`src/rtl/flashseq_pkg.sv`:
```
package flashseq_pkg;

   typedef struct packed {
      logic       is_write;
      logic       has_addr;
      logic [2:0] n_dummy;
      logic [7:0] opcode;
   } fcmd_t;

   typedef enum logic [2:0] {
      S_IDLE  = 3'd0,
      S_OPC   = 3'd1,
      S_ADDR  = 3'd2,
      S_DUMMY = 3'd3,
      S_DATA  = 3'd4,
      S_HOLD  = 3'd5
   } fstate_t;

   function automatic fcmd_t decode_cmd(input logic [12:0] w);
      fcmd_t c;
      c.opcode   = w[7:0];
      c.n_dummy  = w[10:8];
      c.has_addr = w[11];
      c.is_write = w[12];
      return c;
   endfunction

endpackage

```
`src/rtl/flashseq_bitclk.sv`:
```
module flashseq_bitclk #(
   parameter int DIV_W = 8
) (
   input  logic             clk,
   input  logic             rst_n,
   input  logic             run,
   input  logic             restart,
   input  logic [DIV_W-1:0] div,
   output logic             sclk_lvl,
   output logic             sample,
   output logic             bit_end
);
   logic [DIV_W-1:0] cnt;
   logic [DIV_W-1:0] low_len;

   assign low_len  = div - (div >> 1);
   assign sclk_lvl = run && (cnt >= low_len);
   assign sample   = run && (cnt == low_len);
   assign bit_end  = run && (cnt == div - 1'b1);

   always_ff @(posedge clk or negedge rst_n) begin
      if (!rst_n) begin
         cnt <= '0;
      end else if (restart || !run) begin
         cnt <= '0;
      end else if (cnt == div - 1'b1) begin
         cnt <= '0;
      end else begin
         cnt <= cnt + 1'b1;
      end
   end
endmodule

```
`src/rtl/flashseq_shifter.sv`:
```
module flashseq_shifter #(
   parameter int FRAME_W = 8
) (
   input  logic               clk,
   input  logic               rst_n,
   input  logic               load,
   input  logic [FRAME_W-1:0] tx_byte,
   input  logic               sample,
   input  logic               bit_end,
   input  logic               miso,
   output logic               active,
   output logic               mosi,
   output logic               byte_done,
   output logic [FRAME_W-1:0] rx_byte
);
   localparam int BC_W = $clog2(FRAME_W);

   logic [FRAME_W-1:0] tx_sr;
   logic [FRAME_W-1:0] rx_sr;
   logic [FRAME_W-1:0] rx_next;
   logic [BC_W-1:0]    bitcnt;

   assign rx_next = sample ? {rx_sr[FRAME_W-2:0], miso} : rx_sr;
   assign mosi    = active ? tx_sr[FRAME_W-1] : 1'b0;

   always_ff @(posedge clk or negedge rst_n) begin
      if (!rst_n) begin
         active    <= 1'b0;
         tx_sr     <= '0;
         rx_sr     <= '0;
         rx_byte   <= '0;
         bitcnt    <= '0;
         byte_done <= 1'b0;
      end else begin
         byte_done <= 1'b0;
         if (load) begin
            active <= 1'b1;
            tx_sr  <= tx_byte;
            bitcnt <= '0;
         end else if (active) begin
            rx_sr <= rx_next;
            if (bit_end) begin
               if (bitcnt == BC_W'(FRAME_W - 1)) begin
                  active    <= 1'b0;
                  byte_done <= 1'b1;
                  rx_byte   <= rx_next;
               end else begin
                  bitcnt <= bitcnt + 1'b1;
                  tx_sr  <= {tx_sr[FRAME_W-2:0], 1'b0};
               end
            end
         end
      end
   end
endmodule

```
`src/rtl/flashseq_ctl.sv`:
```
module flashseq_ctl
   import flashseq_pkg::*;
#(
   parameter int ADDR_W      = 24,
   parameter int CNT_W       = 16,
   parameter int DIV_W       = 8,
   parameter int DEFAULT_DIV = 6
) (
   input  logic              clk,
   input  logic              rst_n,
   input  logic              start,
   input  logic [15:0]       cmd_desc,
   input  logic [ADDR_W-1:0] cmd_addr,
   input  logic [CNT_W-1:0]  cmd_len,
   input  logic [DIV_W-1:0]  clk_div,
   input  logic [7:0]        wr_data,
   input  logic              wr_valid,
   output logic              wr_ready,
   output logic [7:0]        rd_data,
   output logic              rd_valid,
   output logic              sh_load,
   output logic [7:0]        sh_byte,
   input  logic              sh_done,
   input  logic [7:0]        sh_rx,
   output logic [DIV_W-1:0]  div_q,
   output logic              cs_n,
   output logic              busy,
   output logic              done
);
   localparam int ADDR_BYTES = ADDR_W / 8;
   localparam int IDX_W      = 3;

   fstate_t          state;
   fcmd_t            cmd_q;
   logic [ADDR_W-1:0] addr_q;
   logic [CNT_W-1:0] rem_q;
   logic [IDX_W-1:0] idx;
   logic             pend;
   logic             in_xfer;
   logic             data_wait;
   fstate_t          after_addr;
   fstate_t          after_dummy;
   logic [7:0]       abyte [ADDR_BYTES];
   logic             unused_desc_hi;

   assign unused_desc_hi = ^cmd_desc[15:13];

   for (genvar g = 0; g < ADDR_BYTES; g++) begin : g_abyte
      assign abyte[g] = addr_q[ADDR_W-1-8*g -: 8];
   end

   assign in_xfer   = (state == S_OPC) || (state == S_ADDR) ||
                      (state == S_DUMMY) || (state == S_DATA);
   assign data_wait = (state == S_DATA) && cmd_q.is_write && !wr_valid;
   assign sh_load   = pend && in_xfer && !data_wait;
   assign wr_ready  = pend && (state == S_DATA) && cmd_q.is_write && wr_valid;
   assign rd_valid  = sh_done && (state == S_DATA) && !cmd_q.is_write;
   assign rd_data   = sh_rx;

   assign after_dummy = (rem_q != '0) ? S_DATA : S_HOLD;
   assign after_addr  = (cmd_q.n_dummy != 3'd0) ? S_DUMMY : after_dummy;

   always_comb begin
      case (state)
         S_OPC:   sh_byte = cmd_q.opcode;
         S_ADDR:  sh_byte = abyte[idx];
         S_DATA:  sh_byte = cmd_q.is_write ? wr_data : 8'h00;
         default: sh_byte = 8'h00;
      endcase
   end

   always_ff @(posedge clk or negedge rst_n) begin
      if (!rst_n) begin
         state  <= S_IDLE;
         cmd_q  <= '0;
         addr_q <= '0;
         rem_q  <= '0;
         idx    <= '0;
         pend   <= 1'b0;
         div_q  <= DIV_W'(DEFAULT_DIV);
         cs_n   <= 1'b1;
         busy   <= 1'b0;
         done   <= 1'b0;
      end else begin
         done <= 1'b0;
         if (sh_load) pend <= 1'b0;
         case (state)
            S_IDLE: begin
               if (start) begin
                  cmd_q  <= decode_cmd(cmd_desc[12:0]);
                  addr_q <= cmd_addr;
                  rem_q  <= cmd_len;
                  div_q  <= (clk_div < DIV_W'(2)) ? DIV_W'(DEFAULT_DIV) : clk_div;
                  idx    <= '0;
                  pend   <= 1'b1;
                  cs_n   <= 1'b0;
                  busy   <= 1'b1;
                  state  <= S_OPC;
               end
            end
            S_OPC: begin
               if (sh_done) begin
                  idx <= '0;
                  if (cmd_q.has_addr) begin
                     state <= S_ADDR;
                     pend  <= 1'b1;
                  end else begin
                     state <= after_addr;
                     pend  <= (after_addr != S_HOLD);
                  end
               end
            end
            S_ADDR: begin
               if (sh_done) begin
                  if (idx == IDX_W'(ADDR_BYTES - 1)) begin
                     idx   <= '0;
                     state <= after_addr;
                     pend  <= (after_addr != S_HOLD);
                  end else begin
                     idx  <= idx + 1'b1;
                     pend <= 1'b1;
                  end
               end
            end
            S_DUMMY: begin
               if (sh_done) begin
                  if (idx == cmd_q.n_dummy - 1'b1) begin
                     idx   <= '0;
                     state <= after_dummy;
                     pend  <= (after_dummy != S_HOLD);
                  end else begin
                     idx  <= idx + 1'b1;
                     pend <= 1'b1;
                  end
               end
            end
            S_DATA: begin
               if (sh_done) begin
                  if (rem_q == CNT_W'(1)) begin
                     state <= S_HOLD;
                  end else begin
                     rem_q <= rem_q - 1'b1;
                     pend  <= 1'b1;
                  end
               end
            end
            S_HOLD: begin
               cs_n  <= 1'b1;
               busy  <= 1'b0;
               done  <= 1'b1;
               state <= S_IDLE;
            end
            default: state <= S_IDLE;
         endcase
      end
   end
endmodule

```
`src/rtl/flashseq_top.sv`:
```
module flashseq_top #(
   parameter int ADDR_W      = 24,
   parameter int CNT_W       = 16,
   parameter int DIV_W       = 8,
   parameter int DEFAULT_DIV = 6
) (
   input  logic              clk,
   input  logic              rst_n,
   input  logic              start,
   input  logic [15:0]       cmd_desc,
   input  logic [ADDR_W-1:0] cmd_addr,
   input  logic [CNT_W-1:0]  cmd_len,
   input  logic [DIV_W-1:0]  clk_div,
   input  logic [7:0]        wr_data,
   input  logic              wr_valid,
   output logic              wr_ready,
   output logic [7:0]        rd_data,
   output logic              rd_valid,
   output logic              spi_sclk,
   output logic              spi_cs_n,
   output logic              spi_mosi,
   input  logic              spi_miso,
   output logic              busy,
   output logic              done
);
   if (ADDR_W % 8 != 0 || ADDR_W < 8 || ADDR_W > 64) begin : g_bad_addr
      $error("ADDR_W must be a multiple of 8 between 8 and 64");
   end
   if (DEFAULT_DIV < 2 || DEFAULT_DIV >= (1 << DIV_W)) begin : g_bad_div
      $error("DEFAULT_DIV must be at least 2 and fit in DIV_W bits");
   end
   if (CNT_W < 1) begin : g_bad_cnt
      $error("CNT_W must be positive");
   end

   logic             sh_load;
   logic [7:0]       sh_byte;
   logic             sh_done;
   logic [7:0]       sh_rx;
   logic             sh_active;
   logic [DIV_W-1:0] div_q;
   logic             sample;
   logic             bit_end;

   flashseq_ctl #(
      .ADDR_W(ADDR_W), .CNT_W(CNT_W), .DIV_W(DIV_W), .DEFAULT_DIV(DEFAULT_DIV)
   ) u_ctl (
      .clk(clk), .rst_n(rst_n), .start(start), .cmd_desc(cmd_desc),
      .cmd_addr(cmd_addr), .cmd_len(cmd_len), .clk_div(clk_div),
      .wr_data(wr_data), .wr_valid(wr_valid), .wr_ready(wr_ready),
      .rd_data(rd_data), .rd_valid(rd_valid),
      .sh_load(sh_load), .sh_byte(sh_byte), .sh_done(sh_done), .sh_rx(sh_rx),
      .div_q(div_q), .cs_n(spi_cs_n), .busy(busy), .done(done)
   );

   flashseq_bitclk #(.DIV_W(DIV_W)) u_bitclk (
      .clk(clk), .rst_n(rst_n), .run(sh_active), .restart(sh_load),
      .div(div_q), .sclk_lvl(spi_sclk), .sample(sample), .bit_end(bit_end)
   );

   flashseq_shifter #(.FRAME_W(8)) u_shift (
      .clk(clk), .rst_n(rst_n), .load(sh_load), .tx_byte(sh_byte),
      .sample(sample), .bit_end(bit_end), .miso(spi_miso),
      .active(sh_active), .mosi(spi_mosi), .byte_done(sh_done), .rx_byte(sh_rx)
   );
endmodule

```
`config.mk`:
```
export PLATFORM = sky130hd
export DESIGN_NAME = flashseq_top
export DESIGN_NICKNAME = d
export VERILOG_FILES = /design/src/rtl/flashseq_pkg.sv /design/src/rtl/flashseq_bitclk.sv /design/src/rtl/flashseq_shifter.sv /design/src/rtl/flashseq_ctl.sv /design/src/rtl/flashseq_top.sv
export SDC_FILE = /design/constraint.sdc
export NUM_CORES = 1
export LEC_CHECK = 0
export ABC_AREA = 1
export BUFFER_PORTS_ARGS = -buffer_cell sky130_fd_sc_hd__buf_2
export CAP_MARGIN = 5
export CORE_MARGIN = 2
export CORE_UTILIZATION = 63
export CTS_CLUSTER_DIAMETER = 80
export DETAILED_ROUTE_END_ITERATION = 10
export GPL_ROUTABILITY_DRIVEN = 1
export PLACE_DENSITY = 0.92
export SETUP_SLACK_MARGIN = 0.02
export SYNTH_ARGS = -nofsm -noshare
export SYNTH_HDL_FRONTEND = slang
export SYNTH_SLANG_ARGS = --single-unit
```
`constraint.sdc`:
```
create_clock -name clk -period 6.8 [get_ports clk]
set_input_delay 0.34 -clock clk [delete_from_list [all_inputs] [get_ports clk]]
set_output_delay 0.34 -clock clk [all_outputs]
set_load 0.01 [all_outputs]
```
==> reports/results.tsv <==
metric	value	unit
status	completed	
worst setup margin	2.669	ns
Final Hold Viols	0	
Setup WS pre-CTS	3.225	ns
switching pwr	1.511	mW
commonest non-fill, non-tap cell in the layout	nand2_1	
first-pass GRT wire length	25670	um
kind of critical path	reg -> out	
endpoint type of the worst setup path	primary output	
Int Power	1.621	mW
Relative slew margins	52.55	%
largest net degree at the start of global routing	69	
Yosys reg bits	108	
Detailed Route WL	15070	um
maximum root-to-sink buffer count	2	
commonest cells after routing, fill and taps aside	316 x nand2_1, 105 x dfrtp_1, 103 x inv_1	
Initial Util	64.19	%
core box area	0.01023	mm^2
Top FF cell, synth	dfrtp_1	
die area	0.01126	mm^2
post-synthesis cell type count	39	
H-tree lvl count	3	
post-synthesis average cell area	7.330	um^2
Final GP Congestion	0.9289	
Die X	106.1	um
Clock Skews	0.01277	ns
worst-path maximum fanout	17	
combinational power share	51.7	%
RSZ-0062 raised after global routing	false	
root buffer cell	clkbuf_8	
post-layout min period	4.131	ns
vias	6151	
Post-Synthesis Cell Area	0.006568	mm^2
fraction of registers with async set/reset	100.0	%
Seq pwr share	34.4	%
Detail Route Antenna Nets	0	
Arr. time, crit path	3.79	ns
crit share post-route	60.75	%
Die H	106.1	um
layout cells sized above 1	13.28	%
leakage power	3.890	nW
Syn Nets	1010	
Hold Path Class	in -> reg	
Layout Nets	1088	
Cell Chain, Critical Path	inv_1, ha_1, nor2_1, nor2_1, o21ai_0, a21oi_1, o21ai_0, xor2_1, ha_1, nand2_1, nor2_1, nand3_1, o21ai_0, buf_2	
DRT Pass-1 Iters	6	
GRT Residual Overflow	0	
clock-pin slew on the worst setup and hold paths	0.11	ns
fmax	0.2421	GHz
CP max-delay cell	dfstp_2	
CTS tree	yes	
CTS sink cnt	108	
hold_ws	0.1369	ns
vias per cell	5.517	
Clk pwr share	13.9	%
vias in the first global route	5704	
CTS Buf Count	9	
P&R area growth vs syn	11.16	%
io pins	92	
Detailed Place HPWL	10550	um
Post-Syn Instances	896	
Slew Limit Fails	0	
Req. time, crit path	6.46	ns
Fin Setup TNS	0	ns
Post-synth EDFFs	0	
YS warnings	0	
antenna violations before repair	0	
worst vdd ir	252.8	uV
pwr dens	429.1	mW/mm^2
slowest cell delay on critical path	0.58	ns
overall routing resource usage	28.09	%
maxcap violations	0	
I/O Buffers	88	
switching share of total power	48.25	%
Clock Latency Late Sink	0.40	ns
Iter 0 DRT Violations	413	
Tightest Pin Transition	0.7118	ns
# rows	37	
Worst setup SP type	flop	
count of final setup violators	0	
Antenna diodes	0	
sequential area share after synthesis	41.21	%
DR WL/cell	13.52	um
# DRC	0	
-- per-stage QoR --
stage / cells / util [%] / power [mW] / cell area, um^2
after floorplan: 896 / - / 2.296 / 6568
after detailed placement: 1098 / 69.13 / 2.651 / 7073
after CTS: 1115 / 71.36 / 3.112 / 7301
after global placement: 1098 / 69.13 / 2.576 / 7073
after global routing: 1115 / 71.36 / 3.435 / 7301
final: 1115 / 71.36 / 3.132 / 7301
-- cells in the mapped netlist (all sizes together), types with 4 or more instances --
library cell | instances | area (um^2)
nand4 | 16 | 115.1
clkbuf | 12 | 45.04
o211ai | 11 | 82.58
o21ai | 95 | 475.5
nor2 | 54 | 247.7
xnor2 | 6 | 52.55
dfrtp | 105 | 2628
nand3 | 51 | 260.3
a21oi | 27 | 135.1
or2 | 4 | 25.03
xor2 | 8 | 70.07
ha | 36 | 450.4
nand2 | 319 | 1215
buf | 12 | 77.57
nor3 | 9 | 56.31
inv | 110 | 412.9
-- critical path, delay by kind of cell, from the launching register on --
kind            cells  cell delay (ns)
buf+inv             2             0.30
fa+ha+maj           2             0.63
simple gates        5             0.79
xor+xnor            1             0.11
flops               1             0.58
compound gates      4             0.99
-- final timing paths --
check                                      to            from  cells after the start  slack [ns]
min                           u_ctl.abyte[20]    cmd_addr[20]                      3        0.14
min in group asynchronous      u_ctl.rem_q[7]           rst_n                      2        0.50
max                                  spi_sclk  u_ctl.div_q[2]                     14        2.67
min reg2reg                        u_ctl.cs_n      u_ctl.cs_n                      2        0.47
max in group asynchronous  u_shift.rx_byte[7]           rst_n                      3        5.13
max reg2reg                u_shift.rx_byte[0]  u_ctl.div_q[2]                     16        3.04
-- power groups by stage --
stage	logic, mW	registers (mW)	clock network [mW]
finish	1.62	1.08	0.434
CTS	1.60	1.07	0.439
global placement	1.50	1.08	0
global route	1.86	1.11	0.462
floorplan	1.27	1.03	0
detailed placement	1.57	1.08	0
-- sequential cells by signal (all words and copies together) (netlist names), 3 cells and up --
| signal | count |
|---|---|
| u_shift.rx_sr | 8 |
| u_bitclk.cnt | 8 |
| u_shift.tx_sr | 8 |
| u_ctl.idx | 3 |
| u_ctl.rem_q | 16 |
| u_ctl.div_q | 8 |
| u_shift.rx_byte | 8 |
| u_ctl.cmd_q | 13 |
| u_ctl.abyte | 24 |
| u_ctl.state | 3 |
| u_shift.bitcnt | 3 |
-- repair_timing --
item | CTS | global route
hold endpoints to repair | 39 | 0
hold buffers | 1 | 0
gates resized for setup | 0 | 0
setup buffers | 0 | 0
-- cell families after synthesis --
group           after synthesis  synth area share, %
buf+inv                     134                8.154
flops                       108                41.21
fa+ha+maj                    37                7.163
xor+xnor                     14                1.867
compound gates              147                12.06
simple gates                456                29.55
-- layout make-up --
class,count,area [um^2]
sequential,108,2706
inverter,110,412.9
tap,136,170.2
timing repair buffer,91,467.9
multi-input combinational,654,3326
clock inverter,7,93.84
fill,821,2930
clock buffer,9,123.9
-- per-layer routing --
layer	vias to the layer above	track usage, %	part of all wire [%]
li1	3016	-	-
met5	-	0	0
met4	0	8.647	2.2
met2	202	46.79	49
met3	32	5.518	5.2
met1	2901	37.22	44
Note: power is estimated with default switching activity, not from simulation.
